### config.mk
export PLATFORM = sky130hd
export DESIGN_NAME = flash_cfg_front
export DESIGN_NICKNAME = d
export VERILOG_FILES = /design/src/rtl/cfgf_pkg.sv /design/src/rtl/cfgf_rx.sv /design/src/rtl/cfgf_regs.sv /design/src/rtl/cfgf_tx.sv /design/src/rtl/flash_cfg_front.sv
export SDC_FILE = /design/constraint.sdc
export NUM_CORES = 1
export LEC_CHECK = 0
export BUFFER_PORTS_ARGS = -buffer_cell sky130_fd_sc_hd__buf_2
export CELL_PAD_IN_SITES_DETAIL_PLACEMENT = 0
export CELL_PAD_IN_SITES_GLOBAL_PLACEMENT = 1
export CORE_MARGIN = 5
export CORE_UTILIZATION = 56
export CTS_BUF_LIST = sky130_fd_sc_hd__clkbuf_8
export DETAILED_ROUTE_END_ITERATION = 12
export PLACE_DENSITY_LB_ADDON = 0.1
export SYNTH_ARGS = -nofsm -noshare
export SYNTH_HDL_FRONTEND = slang
export SYNTH_SLANG_ARGS = --single-unit
### constraint.sdc
create_clock -name clk_i -period 7.5 [get_ports clk_i]
set_clock_uncertainty 0.15 [all_clocks]
set_input_delay 0.375 -clock clk_i [delete_from_list [all_inputs] [get_ports clk_i]]
set_output_delay 0.375 -clock clk_i [all_outputs]
set_load 0.005 [all_outputs]
### src/rtl/cfgf_pkg.sv
package cfgf_pkg;
  localparam int CNT_W  = 6;
  localparam int DATA_W = 32;
  localparam int NREG   = 4;
  localparam int RESP_W = 24;
  localparam int QPI_BIT  = 3;
  localparam int QUAD_BIT = 1;

  localparam logic [7:0] OP_WREN  = 8'h06;
  localparam logic [7:0] OP_WRR   = 8'h01;
  localparam logic [7:0] OP_RDSR  = 8'h05;
  localparam logic [7:0] OP_RDCR1 = 8'h35;
  localparam logic [7:0] OP_RDID  = 8'h9F;
  localparam logic [7:0] OP_RSTEN = 8'h66;
  localparam logic [7:0] OP_RST   = 8'h99;
  localparam logic [7:0] OP_QPIEN = 8'h38;
  localparam logic [7:0] OP_QPIEX = 8'hF5;

  localparam logic [CNT_W-1:0] LEN_OP = 6'd8;

  typedef logic [NREG-1:0][7:0] reg_bank_t;
endpackage

### src/rtl/cfgf_rx.sv
module cfgf_rx
  import cfgf_pkg::*;
(
  input  logic              clk_i,
  input  logic              rst_ni,
  input  logic              cs_ni,
  input  logic              sck_i,
  input  logic              si_i,
  output logic              cs_act_o,
  output logic              frame_start_o,
  output logic              frame_end_o,
  output logic              sck_fall_o,
  output logic              op_done_o,
  output logic [7:0]        op_o,
  output logic [DATA_W-1:0] data_o,
  output logic [CNT_W-1:0]  cnt_o
);
  logic [1:0] cs_sync, sck_sync, si_sync;
  logic       sck_q, cs_act_q;
  logic       cs_now, sck_rise;

  always_ff @(posedge clk_i or negedge rst_ni) begin
    if (!rst_ni) begin
      cs_sync  <= 2'b11;
      sck_sync <= 2'b00;
      si_sync  <= 2'b00;
      sck_q    <= 1'b0;
      cs_act_q <= 1'b0;
    end else begin
      cs_sync  <= {cs_sync[0], cs_ni};
      sck_sync <= {sck_sync[0], sck_i};
      si_sync  <= {si_sync[0], si_i};
      sck_q    <= sck_sync[1];
      cs_act_q <= ~cs_sync[1];
    end
  end

  assign cs_now        = ~cs_sync[1];
  assign frame_start_o = cs_now & ~cs_act_q;
  assign frame_end_o   = ~cs_now & cs_act_q;
  assign sck_rise      = cs_now & cs_act_q & sck_sync[1] & ~sck_q;
  assign sck_fall_o    = cs_act_q & ~sck_sync[1] & sck_q;
  assign cs_act_o      = cs_act_q;

  always_ff @(posedge clk_i or negedge rst_ni) begin
    if (!rst_ni) begin
      op_o      <= '0;
      data_o    <= '0;
      cnt_o     <= '0;
      op_done_o <= 1'b0;
    end else begin
      op_done_o <= sck_rise && (cnt_o == LEN_OP - 6'd1);
      if (frame_start_o) begin
        op_o   <= '0;
        data_o <= '0;
        cnt_o  <= '0;
      end else if (sck_rise) begin
        if (cnt_o < LEN_OP) op_o <= {op_o[6:0], si_sync[1]};
        else                data_o <= {data_o[DATA_W-2:0], si_sync[1]};
        if (cnt_o != '1) cnt_o <= cnt_o + 6'd1;  // saturate on long frames
      end
    end
  end
endmodule

### src/rtl/cfgf_regs.sv
module cfgf_regs
  import cfgf_pkg::*;
#(
  parameter int          BUSY_CYC = 800,
  parameter logic [7:0]  SR1_INIT = 8'h00,
  parameter logic [7:0]  CR1_INIT = 8'h00,
  parameter logic [7:0]  CR2_INIT = 8'h00,
  parameter logic [7:0]  CR3_INIT = 8'h00,
  parameter logic [23:0] DEV_ID   = 24'hC2_40_17
) (
  input  logic              clk_i,
  input  logic              rst_ni,
  input  logic              frame_start_i,
  input  logic              frame_end_i,
  input  logic [7:0]        op_i,
  input  logic [DATA_W-1:0] data_i,
  input  logic [CNT_W-1:0]  cnt_i,
  output logic [RESP_W-1:0] resp_o,
  output logic [7:0]        cr1_o,
  output logic              wel_o,
  output logic              busy_o,
  output logic              qpi_o,
  output logic              quad_o,
  output logic              qpi_err_o
);
  localparam int BW = $clog2(BUSY_CYC + 1);
  localparam reg_bank_t INIT = {CR3_INIT, CR2_INIT, CR1_INIT, SR1_INIT};

  reg_bank_t         nv_q, v_q;
  logic [BW-1:0]     busy_cnt_q;
  logic              wel_q, arm_q, err_q;
  logic              busy, qpi, len8, wrr_len;
  logic [CNT_W-1:0]  dbits;
  logic [2:0]        nb;
  logic [DATA_W-1:0] wr_data;

  assign busy    = busy_cnt_q != '0;
  assign qpi     = v_q[2][QPI_BIT];
  assign len8    = cnt_i == LEN_OP;
  assign wrr_len = (cnt_i >= 6'd16) && (cnt_i <= 6'd40) && (cnt_i[2:0] == 3'd0);
  assign dbits   = cnt_i - LEN_OP;
  assign nb      = dbits[5:3];
  // left-align so the first byte sent (SR1) sits in the top byte
  assign wr_data = data_i << {3'd4 - nb, 3'b000};

  always_comb begin
    resp_o = '0;
    if (!qpi) begin
      unique case (op_i)
        OP_RDSR:  resp_o = {v_q[0][7:2], wel_q, busy, 16'h0000};
        OP_RDCR1: resp_o = {v_q[1], 16'h0000};
        OP_RDID:  resp_o = DEV_ID;
        default:  resp_o = '0;
      endcase
    end
  end

  always_ff @(posedge clk_i or negedge rst_ni) begin
    if (!rst_ni) begin
      nv_q       <= INIT;
      v_q        <= INIT;
      busy_cnt_q <= '0;
      wel_q      <= 1'b0;
      arm_q      <= 1'b0;
      err_q      <= 1'b0;
    end else begin
      if (busy) busy_cnt_q <= busy_cnt_q - 1'b1;
      if (frame_start_i) err_q <= 1'b0;
      if (frame_end_i) arm_q <= len8 && (op_i == OP_RSTEN) && !busy;
      if (frame_end_i && !busy) begin
        if (qpi) begin
          if (len8 && op_i == OP_QPIEX) v_q[2][QPI_BIT] <= 1'b0;
          else if (len8 && op_i == OP_RST && arm_q) begin
            v_q   <= nv_q;
            wel_q <= 1'b0;
          end else if (!(len8 && op_i == OP_RSTEN)) err_q <= 1'b1;
        end else if (len8) begin
          unique case (op_i)
            OP_WREN:  wel_q <= 1'b1;
            OP_QPIEN: v_q[2][QPI_BIT] <= 1'b1;
            OP_QPIEX: v_q[2][QPI_BIT] <= 1'b0;
            OP_RST: if (arm_q) begin
              v_q   <= nv_q;
              wel_q <= 1'b0;
            end
            default: ;
          endcase
        end else if (op_i == OP_WRR && wrr_len && wel_q) begin
          for (int k = 0; k < NREG; k++) begin
            if (k < int'(nb)) begin
              nv_q[k] <= wr_data[8*(NREG-1-k) +: 8];
              v_q[k]  <= wr_data[8*(NREG-1-k) +: 8];
            end
          end
          wel_q      <= 1'b0;
          busy_cnt_q <= BW'(BUSY_CYC);
        end
      end
    end
  end

  assign cr1_o     = v_q[1];
  assign wel_o     = wel_q;
  assign busy_o    = busy;
  assign qpi_o     = qpi;
  assign quad_o    = v_q[1][QUAD_BIT] | qpi;
  assign qpi_err_o = err_q;
endmodule

### src/rtl/cfgf_tx.sv
module cfgf_tx
  import cfgf_pkg::*;
(
  input  logic              clk_i,
  input  logic              rst_ni,
  input  logic              cs_act_i,
  input  logic              load_i,
  input  logic [RESP_W-1:0] resp_i,
  input  logic              fall_i,
  output logic              so_o
);
  logic [RESP_W-1:0] sh_q;

  always_ff @(posedge clk_i or negedge rst_ni) begin
    if (!rst_ni) begin
      sh_q <= '0;
      so_o <= 1'b0;
    end else if (!cs_act_i) begin
      sh_q <= '0;
      so_o <= 1'b0;
    end else if (load_i) begin
      sh_q <= resp_i;
    end else if (fall_i) begin
      so_o <= sh_q[RESP_W-1];
      sh_q <= {sh_q[RESP_W-2:0], 1'b0};
    end
  end
endmodule

### src/rtl/flash_cfg_front.sv
module flash_cfg_front
  import cfgf_pkg::*;
#(
  parameter int          BUSY_CYC = 800,
  parameter logic [7:0]  SR1_INIT = 8'h00,
  parameter logic [7:0]  CR1_INIT = 8'h00,
  parameter logic [7:0]  CR2_INIT = 8'h00,
  parameter logic [7:0]  CR3_INIT = 8'h00,
  parameter logic [23:0] DEV_ID   = 24'hC2_40_17
) (
  input  logic clk_i,
  input  logic rst_ni,
  input  logic cs_ni,
  input  logic sck_i,
  input  logic si_i,
  output logic so_o,
  output logic quad_o,
  output logic qpi_o,
  output logic qpi_err_o
);
  logic              cs_act, frame_start, frame_end, sck_fall, op_done;
  logic [7:0]        op;
  logic [DATA_W-1:0] data;
  logic [CNT_W-1:0]  cnt;
  logic [RESP_W-1:0] resp;
  logic [7:0]        cr1_v;
  logic              wel, busy;

  cfgf_rx i_rx (
    .clk_i, .rst_ni, .cs_ni, .sck_i, .si_i,
    .cs_act_o(cs_act), .frame_start_o(frame_start), .frame_end_o(frame_end),
    .sck_fall_o(sck_fall), .op_done_o(op_done),
    .op_o(op), .data_o(data), .cnt_o(cnt)
  );

  cfgf_regs #(
    .BUSY_CYC(BUSY_CYC), .SR1_INIT(SR1_INIT), .CR1_INIT(CR1_INIT),
    .CR2_INIT(CR2_INIT), .CR3_INIT(CR3_INIT), .DEV_ID(DEV_ID)
  ) i_regs (
    .clk_i, .rst_ni,
    .frame_start_i(frame_start), .frame_end_i(frame_end),
    .op_i(op), .data_i(data), .cnt_i(cnt),
    .resp_o(resp), .cr1_o(cr1_v), .wel_o(wel), .busy_o(busy),
    .qpi_o, .quad_o, .qpi_err_o
  );

  cfgf_tx i_tx (
    .clk_i, .rst_ni, .cs_act_i(cs_act), .load_i(op_done),
    .resp_i(resp), .fall_i(sck_fall), .so_o
  );
endmodule

==> metrics.txt, run 1 <==
Critical Path End Type flip-flop; GP Congestion 0.807; WP data required a little under 8 ns; Hold Crit Class flip-flop to flip-flop; max-slew violations 0; average size of a mapped cell 10.2 um2; pre-CTS WS roughly 3.8 ns; initial core utilization 0.572; sw frac 0.217; worst vdd ir between 0.15 and 0.2 mV; CTS sink count ~120; final cell count without fillers 760; drt pass-1 iters 5; share of power burned in registers 0.512; Synth Net Count slightly above 600; RSZ-0062 raised after global routing false; wire per inst between 15 and 20 um; Area growth, synth to finish 9.40%; critical-path cell list inv_1, ha_1, mux4_2, nand2_1, or4_1, a21boi_0, mux2_2; Yosys warnings 0; Internal Power around 1000 uW; Core ar. 10,800 um2; Post-DRT Antenna Nets 0; Comb pwr share 0.028; fill count 929; Clk network pwr share 0.460; CP peak stage delay approximately 1.0 ns; Synth top area share 0.488; Fin. Hold Viols 0; n_diodes 0; Max Freq ~270 MHz; # H-tree levels 4; ranking of synthesized cells by area dfrtp_1, nand2_1, mux2_2; vias in the first global route about 4,600; vias ~4,500; clk slew on worst S/H paths ~0.07 ns; number of synthesized register bits approximately 120; Crit Path Class flip-flop to flip-flop; Worst Slack Setup Final between 3 and 4 ns; first-pass GRT wire length between 20,000 and 25,000 um; CTS buffer count 17; GRT overflow 0; io pins 9; clk_lat worst skew between 0.4 and 0.5 ns; Die X 115 um; most frequent cells after synthesis dfrtp_1, nand2_1, a21oi_1, nor2_1, clkbuf_1; reg-to-reg slack, setup about 3.8 ns; DIE AREA between 10,000 and 15,000 um2; WL final 13,200 um; Finished Cell Area approximately 6800 um2; endpoints failing setup 0; utilization after layout 0.626; register area share after synthesis 0.497; Vias/cell about 6.0; worst slew pin tran 1.22 ns; DP Area 6330 um2; outcome finished clean; largest net degree at the start of global routing between 60 and 70; initial antenna violation count 0; Clock Path Buffers 2; Initial DRC Count around 290; Rel. slew slack 0.185; Final period util 0.499; crit path max fanout 29; top-count cell post-synth dfrtp_1; Psw about 280 uW; Post-synth ARST share 1.00; post-synth cell types 60; Placed Cells 725; Worst EP arrival 3.97 ns; I/O Buffers 8; share of post-route cells with drive strength above 1 0.150; Die Height roughly 120 um; DRC viols 0; PostCTS Resize Cnt 0; Max-Cap Viols 0; CP max stage cell ha_1; FP Rows 38; CTS Root Cell clkbuf_8; CP startpoint kind flip-flop; Synth area leader dfrtp_1; overall global routing resource usage 0.222; Mapped Area ~6200 um2; most frequently used flop master after synthesis dfrtp_1; Final #Nets a little over 600; Synth Instances ~610; power density cells 194 nW/um2; Setup TNS Final 0 ns; setup bufs post-CTS 0; CTS tree yes; DP HPWL between 9000 and 10,000 um; Period minus WS final 3.74 ns; Pleak 0.00304 uW; Post-synth EDFFs 0
-- cell families after synthesis --
family | count (synthesis) | share of synthesized area
buffers and inverters | 58 | 0.0351
muxes | 52 | 0.102
DFF | 123 | 0.497
adders and majority gates | 8 | 0.0161
AOI/OAI and AO/OA | 123 | 0.134
and+or+nand+nor | 231 | 0.196
xor gates and xnor gates | 13 | 0.0206
-- sequential cells by signal, indices dropped and copies added, names as in the netlist --
name and flops:
i_rx.data_o 32, i_tx.sh_q 24, i_regs.nv_q 15, i_regs.busy_cnt_q 10
i_regs.cr1_o 8, i_rx.op_o 8, i_regs.v_q 6, i_rx.cnt_o 6
i_rx.cs_sync 2, i_rx.sck_sync 2, i_rx.si_sync 2, i_regs.arm_q 1
i_regs.qpi_err_o 1, i_regs.qpi_o 1, i_regs.wel_o 1, i_rx.cs_act_o 1
i_rx.op_done_o 1, i_rx.sck_q 1, i_tx.so_o 1
-- power groups by stage --
| stage | combinational, uW | sequential [uW] | clock [uW] |
|---|---|---|---|
| floorplan | 17.5 | 682 | 0 |
| global placement | 35.9 | 685 | 0 |
| detailed placement | 36.7 | 685 | 0 |
| CTS | 38.5 | 672 | 618 |
| global route | 43.1 | 672 | 651 |
| finish | 36.9 | 672 | 605 |
-- final timing paths --
kind | startpoint | to | depth (start not counted)
worst max-delay path | i_rx.cnt_o[3] | i_regs.v_q[2] | 7
max in group asynchronous | rst_ni | i_rx.data_o[6] | 3
worst min-delay path | i_rx.sck_sync[0] | i_rx.sck_sync[1] | 0
min in group asynchronous | rst_ni | i_regs.busy_cnt_q[2] | 2
worst max register to register | i_rx.cnt_o[3] | i_regs.v_q[2] | 7
worst min register to register | i_rx.sck_sync[0] | i_rx.sck_sync[1] | 0
-- per-stage QoR --
step | hold slack (ns) | total power [uW]
after global routing | 0.210 | 1370
final | 0.200 | 1310
after detailed placement | 0.190 | 721
after CTS | 0.204 | 1330
after global placement | 0.184 | 720
after floorplan | -0.0706 | 700
-- layout make-up --
type / instances / area [um2] / area share
Sequential cell: 123 / 3080 / 0.454
Multi-Input combinational cell: 427 / 2920 / 0.430
Clock buffer: 24 / 330 / 0.0487
Tap cell: 140 / 175 / 0.0258
Timing Repair Buffer: 16 / 113 / 0.0166
Clock inverter: 7 / 86.3 / 0.0127
Inverter: 23 / 86.3 / 0.0127
-- per-layer routing --
layer | share of wire | up-vias | global-route usage
met5 | 0 | - | 0
met3 | 0.038 | 14 | 0.0542
met4 | 0.013 | 0 | 0.0681
li1 | - | 2169 | -
met2 | 0.48 | 82 | 0.352
met1 | 0.47 | 2260 | 0.304
-- cell usage in the layout, fill, tap and decap left out, types with 7 or more instances in the layout --
cell | netlist | routed
or4_1 | 7 | 7
nand3_1 | 8 | 8
mux2_2 | 28 | 28
and3_1 | 7 | 7
o21ai_0 | 11 | 11
o22ai_1 | 8 | 8
nand2_1 | 106 | 106
dfrtp_1 | 121 | 121
a22oi_1 | 7 | 7
mux2i_1 | 18 | 18
a22o_1 | 28 | 28
buf_2 | 0 | 7
inv_1 | 23 | 24
nor3_1 | 8 | 8
ha_1 | 8 | 8
clkbuf_8 | 0 | 24
xnor2_1 | 8 | 8
nor2_1 | 38 | 36
a21oi_1 | 44 | 44
-- what timing repair did --
action | 4_1_cts | 5_1_grt
hold endpoints to repair | 67 | 0
endpoints found under the setup margin | 0 | 0
hold buffers | 4 | 0
-- worst max-delay path, delay by kind of cell, from the launching register on --
family | cells | cell delay [ns]
fa+ha+maj | 1 | 1.01
flops | 1 | 0.91
mux | 2 | 0.56
simple gates | 2 | 0.50
buf+inv | 1 | 0.28
compound gates | 1 | 0.25
(Power assumes the default switching activity.)
==> inputs of run 2 (changes only) <==
--- a/config.mk
+++ b/config.mk
@@ -9,7 +9,7 @@
 export CELL_PAD_IN_SITES_DETAIL_PLACEMENT = 0
 export CELL_PAD_IN_SITES_GLOBAL_PLACEMENT = 1
 export CORE_MARGIN = 5
-export CORE_UTILIZATION = 56
+export CORE_UTILIZATION = 52
 export CTS_BUF_LIST = sky130_fd_sc_hd__clkbuf_8
 export DETAILED_ROUTE_END_ITERATION = 12
 export PLACE_DENSITY_LB_ADDON = 0.1
==> constraint.sdc (replaced) <==
create_clock -name clk_i -period 3.6 [get_ports clk_i]
set_clock_uncertainty 0.15 [all_clocks]
set_input_delay 0.18 -clock clk_i [delete_from_list [all_inputs] [get_ports clk_i]]
set_output_delay 0.18 -clock clk_i [all_outputs]
set_load 0.005 [all_outputs]
==> run 2 against run 1 <==
  * Sequential power is 110% higher
  * Non-clock buffer count up 8
  * Clock power grew 120%
  * First-iteration DRC count down 7.4%
  * Sequential cell count unchanged
  * Routed wire length up 2.1%
  * Hold slack lost 0.0029 ns
  * Register-to-register slack got worse by 3.2 ns
  * Largest cell class unchanged
==> metrics.txt, run 2 (synthesis gave the netlist of run 1 again) <==
Post-DRT Antenna Nets 0 (unchanged); DP HPWL 9290 um (+2.4%); GP Congestion 0.860 (+6.5%); # H-tree levels 4 (unchanged); Final period util 0.857 (+0.358); Max-Cap Viols 0 (unchanged); drt pass-1 iters 4 (-1); Biggest register i_rx.data_o; Pleak 0.00309 uW (+1.7%); Initial DRC Count 264 (-7.4%); WL final 13,500 um (+2.1%); CP startpoint kind flip-flop; Critical Path End Type flip-flop; overall global routing resource usage 0.207 (-0.0150); clk slew on worst S/H paths 0.07 ns (about the same); Vias/cell 5.81 (-2.3%); clk_lat worst skew 0.45 ns (about the same); critical-path cell list inv_1, ha_1, or4b_2, and2_1, o21bai_1, nor4b_4, mux2_2; Clock Path Buffers 2 (unchanged); Final #Nets 629 (+1.3%); CTS buffer count 17 (unchanged); Hold Crit Class flip-flop to flip-flop; io pins 9 (unchanged); power density cells 408 nW/um2 (+110%); max-slew violations 0 (unchanged); Clk network pwr share 0.472 (+0.012); Finished Cell Area 6880 um2 (+1.4%); Die X 119 um (+3.4%); CP peak stage delay 0.60 ns (-0.41 ns); GRT overflow 0 (unchanged); initial core utilization 0.536 (-0.0358); share of power burned in registers 0.498 (-0.014); Rel. slew slack 0.185 (-0.000209); Psw 615 uW (+120%); outcome finished clean; Fin. Hold Viols 0 (unchanged); DIE AREA 14,200 um2 (+7.0%); Worst EP arrival 3.27 ns (-0.70 ns); Area growth, synth to finish 11.0%; Crit Path Class flip-flop to flip-flop; first-pass GRT wire length 23,700 um (+2.0%); n_diodes 0 (unchanged); Setup TNS Final 0 ns (unchanged); Period minus WS final 3.09 ns (-0.657 ns); initial antenna violation count 0 (unchanged); sw frac 0.219 (+0.00194); vias 4,489 (-0.80%); CTS tree yes; CP max stage cell or4b_2; DRC viols 0 (unchanged); PostCTS Resize Cnt 0 (unchanged); Top Registers i_rx.data_o: 32 flops, i_tx.sh_q: 24 flops, i_regs.nv_q: 15 flops; Largest register FFs 32 (unchanged); worst vdd ir 0.277 mV (+55%); Internal Power 2200 uW (+110%); most frequent cells in the layout dfrtp_1, nand2_1, a21oi_1, nor2_1; largest net degree at the start of global routing 70 (+2.9%); share of post-route cells with drive strength above 1 0.161 (+0.0106); vias in the first global route 4,703 (+2.8%); utilization after layout 0.595 (-0.0309); CTS Root Cell clkbuf_8; Die Height 119 um (+3.4%); DP Area 6410 um2 (+1.2%); wire per inst 17.5 um (+0.49%); crit path max fanout 8 (-72%); Max Freq 324 MHz (+21%); most common cell after layout, fill and taps aside dfrtp_1; RSZ-0062 raised after global routing false; I/O Buffers 8 (unchanged); endpoints failing setup 0 (unchanged); Core ar. 11,600 um2 (+6.7%); WP data required 3.78 ns (-3.95 ns); worst slew pin tran 1.22 ns (+0.00163 ns); CTS sink count 123 (unchanged); FP Rows 39 (+2.6%); Comb pwr share 0.030 (+0.002)
## run 2: through the flow
stage	total power [uW]	hold slack, ns	std cells	setup slack (ns)
floorplan	1460	-0.266	608	0.193
global placement	1510	0.137	736	0.614
detailed placement	1510	0.139	736	0.518
CTS	2850	0.195	772	0.499
global route	2930	0.211	772	0.385
finish	2810	0.197	772	0.514
## run 2: power by group through the flow
| stage | clock (uW) | sequential (uW) | combinational (uW) |
|---|---|---|---|
| 5_1_grt | 1440 | 1400 | 95.1 |
| 6_report | 1330 | 1400 | 83.3 |
| 4_1_cts | 1360 | 1400 | 85.8 |
| 3_5_place_dp | 0 | 1430 | 82.3 |
| 2_1_floorplan | 0 | 1420 | 36.5 |
| 3_3_place_gp | 0 | 1430 | 80.8 |
## run 2: final timing paths
kind	depth (start not counted)	end	slack, ns	start
min in group asynchronous	2	i_regs.busy_cnt_q[6]	0.23	rst_ni
max reg2reg	7	i_regs.cr1_o[5]	0.51	i_rx.cnt_o[3]
min reg2reg	0	i_rx.sck_sync[1]	0.20	i_rx.sck_sync[0]
max in group asynchronous	3	i_rx.cs_sync[1]	2.26	rst_ni
min	0	i_rx.sck_sync[1]	0.20	i_rx.sck_sync[0]
max	7	i_regs.cr1_o[5]	0.51	i_rx.cnt_o[3]
## run 2: worst max-delay path, delay by kind of cell, from the launching register on
family / cells / cell delay (ns)
AND/OR/NAND/NOR: 3 / 1.43
multiplexers: 1 / 0.40
flip-flops: 1 / 0.39
AO/OA/AOI/OAI: 1 / 0.29
buffers and inverters: 1 / 0.16
adder cells (fa/ha/maj): 1 / 0.16
## run 2: timing repair
action | CTS | global route
hold buffers | 4 | 0
setup buffers | 0 | 0
hold endpoints to repair | 71 | 0
## run 2: layout make-up
| class | count | area [um2] |
|---|---|---|
| flip-flops and latches | 123 | 3080 |
| multi-input cells | 427 | 2920 |
| inverters | 23 | 86.3 |
| clock buffers | 19 | 262 |
| clock inverters | 13 | 175 |
| well taps | 143 | 179 |
| fillers | 988 | 4680 |
| repair buffers | 24 | 185 |
## run 2: metal layers
metal  part of all wire  up-vias  GRT usage
met5                  0        -          0
met4              0.012        0     0.0710
met3              0.026       15     0.0488
met2               0.48       54      0.337
met1               0.48     2237      0.273
li1                   -     2183          -
==> inputs of run 3 (changes only) <==
--- a/config.mk
+++ b/config.mk
@@ -9,8 +9,8 @@
 export CELL_PAD_IN_SITES_DETAIL_PLACEMENT = 0
 export CELL_PAD_IN_SITES_GLOBAL_PLACEMENT = 1
 export CORE_MARGIN = 5
-export CORE_UTILIZATION = 52
-export CTS_BUF_LIST = sky130_fd_sc_hd__clkbuf_8
+export CORE_UTILIZATION = 50
+export CTS_BUF_LIST = sky130_fd_sc_hd__clkbuf_4 sky130_fd_sc_hd__clkbuf_8 sky130_fd_sc_hd__clkbuf_16
 export DETAILED_ROUTE_END_ITERATION = 12
 export PLACE_DENSITY_LB_ADDON = 0.1
 export SYNTH_ARGS = -nofsm -noshare
==> run 3 against run 2 <==
  * Design area is 2.7% higher
  * Final cell count grew 3.1%
  * Power rose by 12%
  * Critical path depth fell by 2
  * Sequential cell count did not move
  * Non-clock buffer count rose by 1
  * Maximum frequency down 0.17%
  * Register-to-register slack about the same
  * Worst setup slack lost 0.0052 ns
  * Critical endpoint is now i_regs.cr1_o[1]
  * Largest power group is now clock
==> metrics.txt, run 3 (synthesis gave the netlist of run 1 again) <==
Max-Cap Viols 0 (unchanged); outcome finished clean; overall global routing resource usage 0.204 (-0.00323); Worst EP arrival 3.24 ns (-0.03 ns); Critical Path End Type flip-flop; most common cell after layout, fill and taps aside dfrtp_1; RSZ-0062 raised after global routing false; Post-DRT Antenna Nets 0 (unchanged); worst slew pin tran 0.696 ns (-0.526 ns); Power Total 3150 uW (+12%); CTS buffer count 17 (unchanged); power density cells 445 nW/um2 (+9.1%); clk slew on worst S/H paths 0.05 ns (-0.02 ns); Finished Cell Area 7070 um2 (+2.7%); CP startpoint kind flip-flop; DRC viols 0 (unchanged); worst vdd ir 0.322 mV (+16%); I/O Buffers 8 (unchanged); Top Registers i_rx.data_o: 32 flops, i_tx.sh_q: 24 flops, i_regs.nv_q: 15 flops; Clock Path Buffers 2 (unchanged); DP Area 6440 um2 (+0.49%); n_diodes 0 (unchanged); initial antenna violation count 0 (unchanged); fill count 1,077 (+9.0%); Largest register FFs 32 (unchanged); vias 4,526 (+0.82%); Period minus WS final 3.09 ns (+0.00518 ns); most frequent cells in the layout dfrtp_1, nand2_1, a21oi_1, nor2_1; # H-tree levels 4 (unchanged); WL final 13,600 um (+0.76%); R2R cell count 5 (-2); GP Congestion 0.854 (-0.63%); first-pass GRT wire length 23,500 um (-0.70%); Crit Path Class flip-flop to flip-flop; wire per inst 17.1 um (-2.3%); Fin. Hold Viols 0 (unchanged); Die X 121 um (+1.8%); CTS Hold Bufs 5 (+1); Max Freq 324 MHz (-0.17%); Area growth, synth to finish 13.9%; vias in the first global route 4,582 (-2.6%); GRT overflow 0 (unchanged); io pins 9 (unchanged); PostCTS Resize Cnt 0 (unchanged); Vias/cell 5.69 (-2.2%); Biggest register i_rx.data_o; Core ar. 12,100 um2 (+4.7%); Worst Hold Margin 0.196 ns (-0.00161 ns); DP HPWL 9300 um (+0.17%); endpoints failing setup 0 (unchanged); share of post-route cells with drive strength above 1 0.161 (+0.000256); Rel. slew slack 0.530 (+0.345); largest net degree at the start of global routing 122 (+74%); WP data required 3.75 ns (-0.03 ns); Final #Nets 630 (+0.16%); Die Height 121 um (+1.8%); clk_lat worst skew 0.42 ns (-0.03 ns); CTS Root Cell clkbuf_16; DIE AREA 14,700 um2 (+3.7%); setup bufs post-CTS 0 (unchanged); CTS sink count 123 (unchanged); FP Rows 40 (+2.6%); Setup TNS Final 0 ns (unchanged); Final period util 0.859 (+0.00144); Pleak 0.00316 uW (+2.2%); Hold Crit Class input pin to asynchronous set/reset pin; CTS tree yes; initial core utilization 0.512 (-0.0242); max-slew violations 0 (unchanged); drt pass-1 iters 5 (+1); crit path max fanout 10 (+2); Initial DRC Count 271 (+2.7%)
run 3: cell count changes in the layout (fill, tap and decap cells not counted):
cell | previous run | this run
clkbuf_16 | 0 | 17
clkbuf_8 | 19 | 3
clkbuf_4 | 0 | 3
bufinv_16 | 4 | 2
inv_1 | 25 | 23
clkinv_4 | 2 | 1
clkinvlp_4 | 2 | 1
dlygate4sd3_1 | 4 | 5
run 3: critical path, stage by stage, from the launching register on:
cell      delay (ns)
dfrtp_1         0.46
nor4_1          0.56
nand4_1         0.48
o21bai_1        0.39
nor4b_4         0.53
mux2_2          0.40
run 3: routing by layer:
| metal | GRT usage | up-vias | routed length (um) |
|---|---|---|---|
| met1 | 0.266 | 2265 | 6360 |
| met5 | 0 | - | 0 |
| met2 | 0.329 | 58 | 6660 |
| met3 | 0.0503 | 20 | 374 |
| met4 | 0.0756 | 0 | 201 |
| li1 | - | 2183 | - |
run 3: final timing paths:
| check | startpoint | end | slack, ns |
|---|---|---|---|
| max in group asynchronous | rst_ni | i_tx.sh_q[8] | 2.51 |
| hold reg to reg | i_rx.si_sync[0] | i_rx.si_sync[1] | 0.20 |
| hold / removal | rst_ni | i_rx.sck_sync[1] | 0.20 |
| setup / recovery | i_rx.op_o[4] | i_regs.cr1_o[1] | 0.51 |
| setup reg to reg | i_rx.op_o[4] | i_regs.cr1_o[1] | 0.51 |
| min in group clk_i | i_rx.si_sync[0] | i_rx.si_sync[1] | 0.20 |
run 3: through the flow:
step	util	cells	worst slack, ns
after global placement	0.532	761	0.617
after detailed placement	0.532	761	0.538
after global routing	0.584	796	0.314
after floorplan	-	608	0.193
final	0.584	796	0.509
after CTS	0.584	796	0.515
run 3: layout make-up:
cell class                 count  area [um2]  area share
clock inverter                 7        91.3      0.0129
tap                          168         210      0.0297
sequential                   123        3080       0.436
clock buffer                  23         489      0.0692
timing repair buffer          25         195      0.0276
multi-input combinational    427        2920       0.412
inverter                      23        86.3      0.0122
run 3: where the power goes:
part	internal (uW)	switching, uW
Sequential	1390	9.89
Clock	1080	578
Combinational	23.8	59.9
Total	2500	648
